[src/rtl/ss_pkg.sv]
package ss_pkg;
  typedef enum logic [2:0] {
    EV_IDLE,
    EV_LOAD,
    EV_PUSH,
    EV_POP,
    EV_CLASH
  } ss_ev_e;
endpackage

[src/rtl/ss_store.sv]
module ss_store #(
  parameter int AW    = 32,
  parameter int DEPTH = 8,
  parameter int IW    = (DEPTH > 1) ? $clog2(DEPTH) : 1
) (
  input  logic          clk_i,
  input  logic          rst_ni,
  input  logic          wr_en_i,
  input  logic [IW-1:0] wr_idx_i,
  input  logic [AW-1:0] wr_data_i,
  input  logic [IW-1:0] rd_idx_i,
  output logic [AW-1:0] rd_data_o
);
  logic [AW-1:0] mem_q [DEPTH];
  logic          stg_vld_q;
  logic [IW-1:0] stg_idx_q;
  logic [AW-1:0] stg_data_q;

  // slot is written the cycle after the pointer has moved
  always_ff @(posedge clk_i or negedge rst_ni) begin
    if (!rst_ni) begin
      stg_vld_q  <= 1'b0;
      stg_idx_q  <= '0;
      stg_data_q <= '0;
    end else begin
      stg_vld_q <= wr_en_i;
      if (wr_en_i) begin
        stg_idx_q  <= wr_idx_i;
        stg_data_q <= wr_data_i;
      end
    end
  end

  always_ff @(posedge clk_i) begin
    if (stg_vld_q) mem_q[stg_idx_q] <= stg_data_q;
  end

  assign rd_data_o = (stg_vld_q && stg_idx_q == rd_idx_i) ? stg_data_q : mem_q[rd_idx_i];

  AST_STAGE_DRAIN: assert property (@(posedge clk_i) disable iff (!rst_ni)
    (stg_vld_q && !wr_en_i) |=> !stg_vld_q);
endmodule

[src/rtl/ss_ctrl.sv]
module ss_ctrl
  import ss_pkg::*;
#(
  parameter int AW    = 32,
  parameter int DEPTH = 8,
  parameter int PW    = $clog2(DEPTH + 1)
) (
  input  logic          clk_i,
  input  logic          rst_ni,
  input  logic          call_i,
  input  logic          ret_i,
  input  logic [AW-1:0] ret_addr_i,
  input  logic          ptr_we_i,
  input  logic [PW-1:0] ptr_wdata_i,
  input  logic [AW-1:0] top_data_i,
  output logic [PW-1:0] ptr_o,
  output logic          push_o,
  output logic          cp_fault_o,
  output logic          ovf_fault_o,
  output logic          illegal_o
);
  localparam logic [PW-1:0] FULL = PW'(DEPTH);

  ss_ev_e        ev;
  logic [PW-1:0] ptr_q, ptr_d;
  logic          cp_d, ovf_d, ill_d;
  logic          empty, full;

  assign empty = (ptr_q == '0);
  assign full  = (ptr_q == FULL);

  always_comb begin
    if (ptr_we_i)             ev = EV_LOAD;
    else if (call_i && ret_i) ev = EV_CLASH;
    else if (call_i)          ev = EV_PUSH;
    else if (ret_i)           ev = EV_POP;
    else                      ev = EV_IDLE;
  end

  always_comb begin
    ptr_d  = ptr_q;
    cp_d   = 1'b0;
    ovf_d  = 1'b0;
    ill_d  = 1'b0;
    push_o = 1'b0;
    unique case (ev)
      EV_LOAD:  ptr_d = (ptr_wdata_i > FULL) ? FULL : ptr_wdata_i;
      EV_CLASH: ill_d = 1'b1;
      EV_PUSH: begin
        if (full) ovf_d = 1'b1;
        else begin
          push_o = 1'b1;
          ptr_d  = ptr_q + 1'b1;
        end
      end
      EV_POP: begin
        if (empty || top_data_i != ret_addr_i) cp_d = 1'b1;
        else ptr_d = ptr_q - 1'b1;
      end
      default: ;
    endcase
  end

  always_ff @(posedge clk_i or negedge rst_ni) begin
    if (!rst_ni) begin
      ptr_q       <= '0;
      cp_fault_o  <= 1'b0;
      ovf_fault_o <= 1'b0;
      illegal_o   <= 1'b0;
    end else begin
      ptr_q       <= ptr_d;
      cp_fault_o  <= cp_d;
      ovf_fault_o <= ovf_d;
      illegal_o   <= ill_d;
    end
  end

  assign ptr_o = ptr_q;

  AST_PTR_RANGE: assert property (@(posedge clk_i) disable iff (!rst_ni)
    ptr_q <= FULL);
  AST_PULSE_EXCL: assert property (@(posedge clk_i) disable iff (!rst_ni)
    $countones({cp_fault_o, ovf_fault_o, illegal_o}) <= 1);
  AST_EMPTY_POP: assert property (@(posedge clk_i) disable iff (!rst_ni)
    (ret_i && !call_i && !ptr_we_i && ptr_q == '0) |=> (cp_fault_o && ptr_q == '0));
  AST_NO_OVERFLOW: assert property (@(posedge clk_i) disable iff (!rst_ni)
    (call_i && !ret_i && !ptr_we_i && ptr_q == FULL) |=> (ovf_fault_o && ptr_q == FULL));
  AST_CLASH_HOLD: assert property (@(posedge clk_i) disable iff (!rst_ni)
    (call_i && ret_i && !ptr_we_i) |=> (illegal_o && $stable(ptr_q)));
  AST_FAULT_HOLD: assert property (@(posedge clk_i) disable iff (!rst_ni)
    cp_fault_o |-> ptr_q == $past(ptr_q));
endmodule

[src/rtl/shadow_stack_guard.sv]
module shadow_stack_guard #(
  parameter int AW    = 32,
  parameter int DEPTH = 8,
  parameter int PW    = $clog2(DEPTH + 1)
) (
  input  logic          clk_i,
  input  logic          rst_ni,
  input  logic          call_i,
  input  logic [AW-1:0] call_addr_i,
  input  logic          ret_i,
  input  logic [AW-1:0] ret_addr_i,
  input  logic          ptr_we_i,
  input  logic [PW-1:0] ptr_wdata_i,
  output logic [PW-1:0] ptr_o,
  output logic          cp_fault_o,
  output logic          ovf_fault_o,
  output logic          illegal_o
);
  localparam int IW = (DEPTH > 1) ? $clog2(DEPTH) : 1;

  logic          push;
  logic [AW-1:0] top_data;
  logic [PW-1:0] ptr_dec;

  assign ptr_dec = ptr_o - 1'b1;

  ss_ctrl #(.AW(AW), .DEPTH(DEPTH), .PW(PW)) u_ctrl (
    .clk_i       (clk_i),
    .rst_ni      (rst_ni),
    .call_i      (call_i),
    .ret_i       (ret_i),
    .ret_addr_i  (ret_addr_i),
    .ptr_we_i    (ptr_we_i),
    .ptr_wdata_i (ptr_wdata_i),
    .top_data_i  (top_data),
    .ptr_o       (ptr_o),
    .push_o      (push),
    .cp_fault_o  (cp_fault_o),
    .ovf_fault_o (ovf_fault_o),
    .illegal_o   (illegal_o)
  );

  ss_store #(.AW(AW), .DEPTH(DEPTH), .IW(IW)) u_store (
    .clk_i     (clk_i),
    .rst_ni    (rst_ni),
    .wr_en_i   (push),
    .wr_idx_i  (ptr_o[IW-1:0]),
    .wr_data_i (call_addr_i),
    .rd_idx_i  (ptr_dec[IW-1:0]),
    .rd_data_o (top_data)
  );
endmodule

[config.mk]
export PLATFORM = sky130hd
export DESIGN_NAME = shadow_stack_guard
export DESIGN_NICKNAME = d
export VERILOG_FILES = /design/src/rtl/ss_pkg.sv /design/src/rtl/ss_store.sv /design/src/rtl/ss_ctrl.sv /design/src/rtl/shadow_stack_guard.sv
export SDC_FILE = /design/constraint.sdc
export NUM_CORES = 1
export LEC_CHECK = 0
export CAP_MARGIN = 20
export CORE_MARGIN = 8
export CORE_UTILIZATION = 29
export CTS_BUF_LIST = sky130_fd_sc_hd__clkbuf_2
export DETAILED_ROUTE_END_ITERATION = 6
export DONT_BUFFER_PORTS = 1
export PLACE_DENSITY = 0.44
export SLEW_MARGIN = 20
export SYNTH_ARGS = -nofsm -noshare
export SYNTH_HDL_FRONTEND = slang
export SYNTH_SLANG_ARGS = --single-unit
[constraint.sdc]
create_clock -name clk_i -period 4.3 [get_ports clk_i]
set_input_delay 0.86 -clock clk_i [delete_from_list [all_inputs] [get_ports clk_i]]
set_output_delay 0.86 -clock clk_i [all_outputs]
set_load 0.05 [all_outputs]
Word level (Yosys, flattened, before mapping)
Memory sizes are Yosys's and may differ from the RTL's.
Index checks and enable logic that the tools add are counted.
{ "totals": {"wordCells": 44, "latchBits": 0, "input_bits": 73, "mem_bits_ro": 0, "out_inout_bits": 7, "regBits": 43, "mem_count": 1, "ramBits": 256} }
{ "memory_table": {"columns": ["memory", "words", "word_bits", "read_ports", "rd_clocked_by_memory_dff", "write_ports", "line_no", "text"], "rows": [
  ["u_store.mem_q", 8, 32, 1, 0, 1, "ss_store.sv:14", "logic [AW-1:0] mem_q [DEPTH];"]
]} }
{ "classes": {"mul": 0, "n_eq_ne": 9, "reduce_logical": 6, "magnitude_cmp": 1, "n_addsub": 2, "muxes": 18, "shifts": 0, "div_mod_pow": 0, "n_bitwise": 0} }
{ "op_table": {"columns": ["operator", "n"], "rows": [
  ["$mux W32", 1],
  ["$ne A32 B32 Y1", 1],
  ["$mux W4", 3],
  ["$pmux W4 S3", 1],
  ["$mux W1", 9],
  ["$mux W3", 3],
  ["$eq A3 B2 Y1 const B", 2],
  ["$add A4 B1 Y4 const B", 1],
  ["$eq A4 B4 Y1 const B", 1],
  ["$gt A4 B4 Y1 const B", 1],
  ["$logic_not A4 Y1", 1],
  ["$ne A2 B2 Y1 const B", 2],
  ["$sub A4 B1 Y4 const B", 1],
  ["$eq A3 B1 Y1 const B", 1],
  ["$eq A3 B3 Y1", 1],
  ["$eq A3 B3 Y1 const B", 1],
  ["$reduce_and A3 Y1", 1],
  ["$reduce_bool A3 Y1", 1],
  ["$logic_and A1 B1 Y1", 2],
  ["$mux W2", 1],
  ["$logic_or A1 B1 Y1", 1]
]} }

Depth between registers and ports, before layout
{ "depth": {"depth_word": 8, "mapped_depth": 19, "depth_no_buf": 12} }

Hierarchy
A second synthesis with hierarchy kept.
{ "unflattened": {"hier_cells": 607, "hier_area_um2": 12507.0} }
{ "modules_own_cells": {"columns": ["module", "n_inst", "seq_area_each_um2", "cells_per_inst", "area_per_inst_um2"], "rows": [
  ["ss_store", 1, 8588.2, 497, 11562.3],
  ["ss_ctrl", 1, 175.2, 105, 912.1],
  ["shadow_stack_guard", 1, 0.0, 5, 32.5]
]} }

Least setup slack after synthesis
OpenSTA, ideal clock, no wires.
{ "synth_timing": {"path_kind": "reg2reg", "from": "reg u_ctrl.ptr_q[0] (netlist: u_ctrl.ptr_o[0])", "to": "reg u_ctrl.ptr_q[3] (netlist: u_ctrl.ptr_o[3])", "arrival_time_ns": 4.797, "stages_incl_launch_ff": 19, "setup_time_ns": 0.104, "n_path_buf": 7, "t_required_ns": 4.196, "slack_ns": -0.601, "period_less_slack_ns": 4.901, "path_cell_list": "dfrtp_1 -> buf_2 -> buf_4 -> buf_4 -> inv_1 -> buf_1 -> ha_1 -> xor2_2 -> buf_6 -> buf_12 -> clkbuf_1 -> o221ai_1 -> a22oi_1 -> xnor2_1 -> nand4_1 -> or4_1 -> o31ai_4 -> o22ai_2 -> a221oi_1"} }
{ "synth_between": {"elab_chain_cells": 8, "elab_cells_between_ends": 16, "classes_between": "add/sub: 2; eq/ne: 5; mux: 4; reduce/logical: 4; memory: 1"} }
{ "synth_rtl": {"columns": ["element", "line_no", "text"], "rows": [
  ["start, declared", "ss_ctrl.sv:25", "logic [PW-1:0] ptr_q, ptr_d;"],
  ["start signal, assigned", "ss_ctrl.sv:71", "ptr_q <= ptr_d;"],
  ["parallel branches: the longest is 8 deep, another holds $mem_v2 Z8 W32", null, null]
]} }
Parallel ways; which one is timed is not known. The select of a mux whose other input is x is not followed.
A chain may end at the register's enable or synchronous reset.

Final worst setup path
Ends and elaborated chain as after synthesis.

==> impl_metrics.tcl <==
set metrics [dict create \
    ys_ff_latch 299 \
    syn2layout_area_growth_pct 16.88 \
    pin_count 80 \
    reg2reg_depth 13 \
    hold_ws_ps 180.4 \
    syn-mean-instance-area_um2 16.33 \
    ys.flop_type "edfxtp_1" \
    max_slew.worst_pin.slew_ps 906.1 \
    initial_core_util_pct 29.38 \
    cts_buffers 80 \
    synth_edf_count 256 \
    clkTransAtPathRegs_ps 100 \
    yosysTopAreaCell "edfxtp_1" \
    yosys_warnings 0 \
    drive_above_1_share_pct 26.02 \
    ys_top_cells_by_count "edfxtp_1 (256), nand2_1 (132), mux4_2 (49), dfrtp_1 (43), nor2_1 (28)" \
    finalSetupViolCount 0 \
    start_kind "flip-flop" \
    p_leak_nw 5.317 \
    clock.fmax_mhz 255.4 \
    rrSetupSlack_ps 380 \
    setup.worst_path.end_class "flip-flop" \
    portBuffers 0 \
    synth_area_leaders "edfxtp_1 (61%), mux4_2 (8.7%), dfrtp_1 (8.5%)" \
    netlist.area_leader.share_pct 60.60 \
    drcViolationCount 0 \
    drt_iter0_drc 477 \
    worst_ep_required_time_ps 5140 \
    period_share_pct 91.07 \
    grt_pass1_wl_mm 51.27 \
    cts_tree "done" \
    holdPathEnd "u_ctrl.ptr_o[1]" \
    hp-start "ptr_we_i" \
    syn-num-nets 855 \
    yosysUniqueCellTypes 56 \
    cts_buffer_depth 3 \
    whs_path_depth 2 \
    worstHoldPathType "input port to flip-flop" \
    first_pass_iters 5 \
    status "finished, final reports clean" \
    timing.rr.end "u_ctrl.ptr_o[3]" \
    place_ws_ps 217.4 \
    dieHeight_um 225.2 \
    layout.nets 967 \
    crit_fanout 12 \
    syn_inst 777 \
    final_util_pct 34.34 \
    async_flop_share_pct 14.38 \
    die_area_um2 50690 \
    power_density_nw_per_um2 530.2 \
    antenna_found_initial 1 \
    grt_usage_pct 13.82 \
    setup_tns_ps 0 \
    yosysMostFrequentCell "edfxtp_1" \
    clk_latency_ps 930 \
    die_w_um 225.2 \
    rsz0062_at_grt "false" \
    grt_pass1_vias 7706 \
    drt-vias-per-instance 4.780 \
    routed_wl_mm 34.90 \
    final_antenna_net_count 0 \
    r2r_start "u_ctrl.ptr_o[0]" \
    worstPathArrival_ps 4750 \
    cts.sinks 299 \
    grt_max_degree 68 \
    drv_cap 0 \
    htree_num_levels 3 \
    dp_hpwl_mm 21.04 \
    maxSlewHeadroom_pct 39.45 \
    rows 76 \
    yosysSeqAreaShare_pct 69.08 \
    finalHoldViolations 0 \
    core_area_um2 43170 \
    layout_setup_ws_ps 384.0 \
    ir_drop_mv 0.2800 \
    cts-root-buf "clkbuf_2" \
    critical_path_class "flip-flop to flip-flop" \
    min_period_ps 3916 \
    vias 7357 \
    syn_area_um2 12690 \
    drv_slew 0 \
    wl_per_cell_um 22.68 \
    globalplace.congestion 0.8018 \
    skew_ps 76.35 \
    overflow 0 \
]
==> how the worst max path moves through the flow <==
stage / from / to
floorplan: u_ctrl.ptr_o[0] / u_ctrl.ptr_o[3]
global placement: u_ctrl.ptr_o[0] / u_ctrl.ptr_o[2]
detailed placement: u_ctrl.ptr_o[0] / u_ctrl.ptr_o[3]
CTS: u_ctrl.ptr_o[0] / u_ctrl.ptr_o[3]
global route: u_ctrl.ptr_o[0] / u_ctrl.ptr_o[3]
finish: u_ctrl.ptr_o[0] / u_ctrl.ptr_o[3]
==> metal layers <==
layer	wire (µm)	vias to the layer above	GRT usage [%]
met5	0	-	0
li1	-	3335	-
met1	15360	3766	17.69
met2	16630	205	21.92
met4	677	0	4.319
met3	2239	51	4.723
==> report_power, final <==
| part | total (mW) | switching, mW | internal [mW] |
|---|---|---|---|
| registers | 3.89 | 0.343 | 3.54 |
| clock network | 2.10 | 1.18 | 0.915 |
| logic | 1.88 | 1.04 | 0.840 |
==> sequential cells by signal, summed over array words and instances (netlist names) <==
register,cells
u_store.mem_q,256
u_store.stg_data_q,32
u_ctrl.ptr_o,4
u_store.stg_idx_q,3
u_ctrl.cp_fault_o,1
u_ctrl.illegal_o,1
u_ctrl.ovf_fault_o,1
u_store.stg_vld_q,1
==> stage by stage <==
| step | area [µm²] | cells | power (mW) |
|---|---|---|---|
| 2_1_floorplan | 12720 | 777 | 5.153 |
| 3_3_place_gp | 13590 | 1353 | 5.743 |
| 3_5_place_dp | 13590 | 1353 | 5.744 |
| 4_1_cts | 14720 | 1534 | 7.914 |
| 5_1_grt | 14830 | 1539 | 8.306 |
| 6_report | 14830 | 1539 | 7.861 |
==> layout make-up <==
cell class / instances / area [µm²]
Fill cell: 4255 / 28340
Sequential cell: 299 / 8767
Multi-Input combinational cell: 417 / 3781
Tap cell: 585 / 732.0
Timing Repair Buffer: 73 / 708.2
Clock buffer: 132 / 660.6
Clock inverter: 14 / 107.6
Inverter: 18 / 67.56
Antenna cell: 1 / 2.502
==> cells by family after synthesis <==
group / after synthesis / share of synthesized area (%)
simple gates: 202 / 6.875
fa+ha+maj: 5 / 0.4931
mux: 89 / 13.52
buf+inv: 61 / 2.229
compound gates: 88 / 5.356
xor+xnor: 33 / 2.446
flops: 299 / 69.08
==> layout by cell type, fill, tap and decap left out, drive strengths merged, types with 2 or more instances in the layout <==
cell and n:
a211oi 3, a21oi 3, a221oi 2, a22oi 14, a311oi 2, a31oi 8, buf 38, bufinv 2
clkbuf 133, clkinv 12, dfrtp 43, dlygate4sd3 34, edfxtp 256, ha 5, inv 18, mux2i 27
mux4 62, nand2 132, nand2b 2, nand3 11, nand4 9, nor2 28, nor3 6, nor4 4
o211ai 3, o21ai 13, o221ai 26, o22ai 5, o2bb2ai 2, or4 2, xnor2 16, xor2 16
==> what timing repair did <==
item,in CTS,in global routing
hold endpoints to repair,76,0
hold buffers,35,0
resized for setup,0,6
buffers inserted,0,3
setup endpoints to repair,0,2
==> critical path: stages (launching register included) <==
cell and delay, ps:
dfrtp_4 470, inv_1 180, ha_4 240, xor2_4 240
buf_12 210, mux4_1 580, mux2i_1 190, xnor2_1 100
o21ai_0 250, nand2_1 140, or4_1 560, o31ai_4 260
o22ai_2 150, a221oi_1 280
No activity file was read; power rests on OpenSTA's default activity.
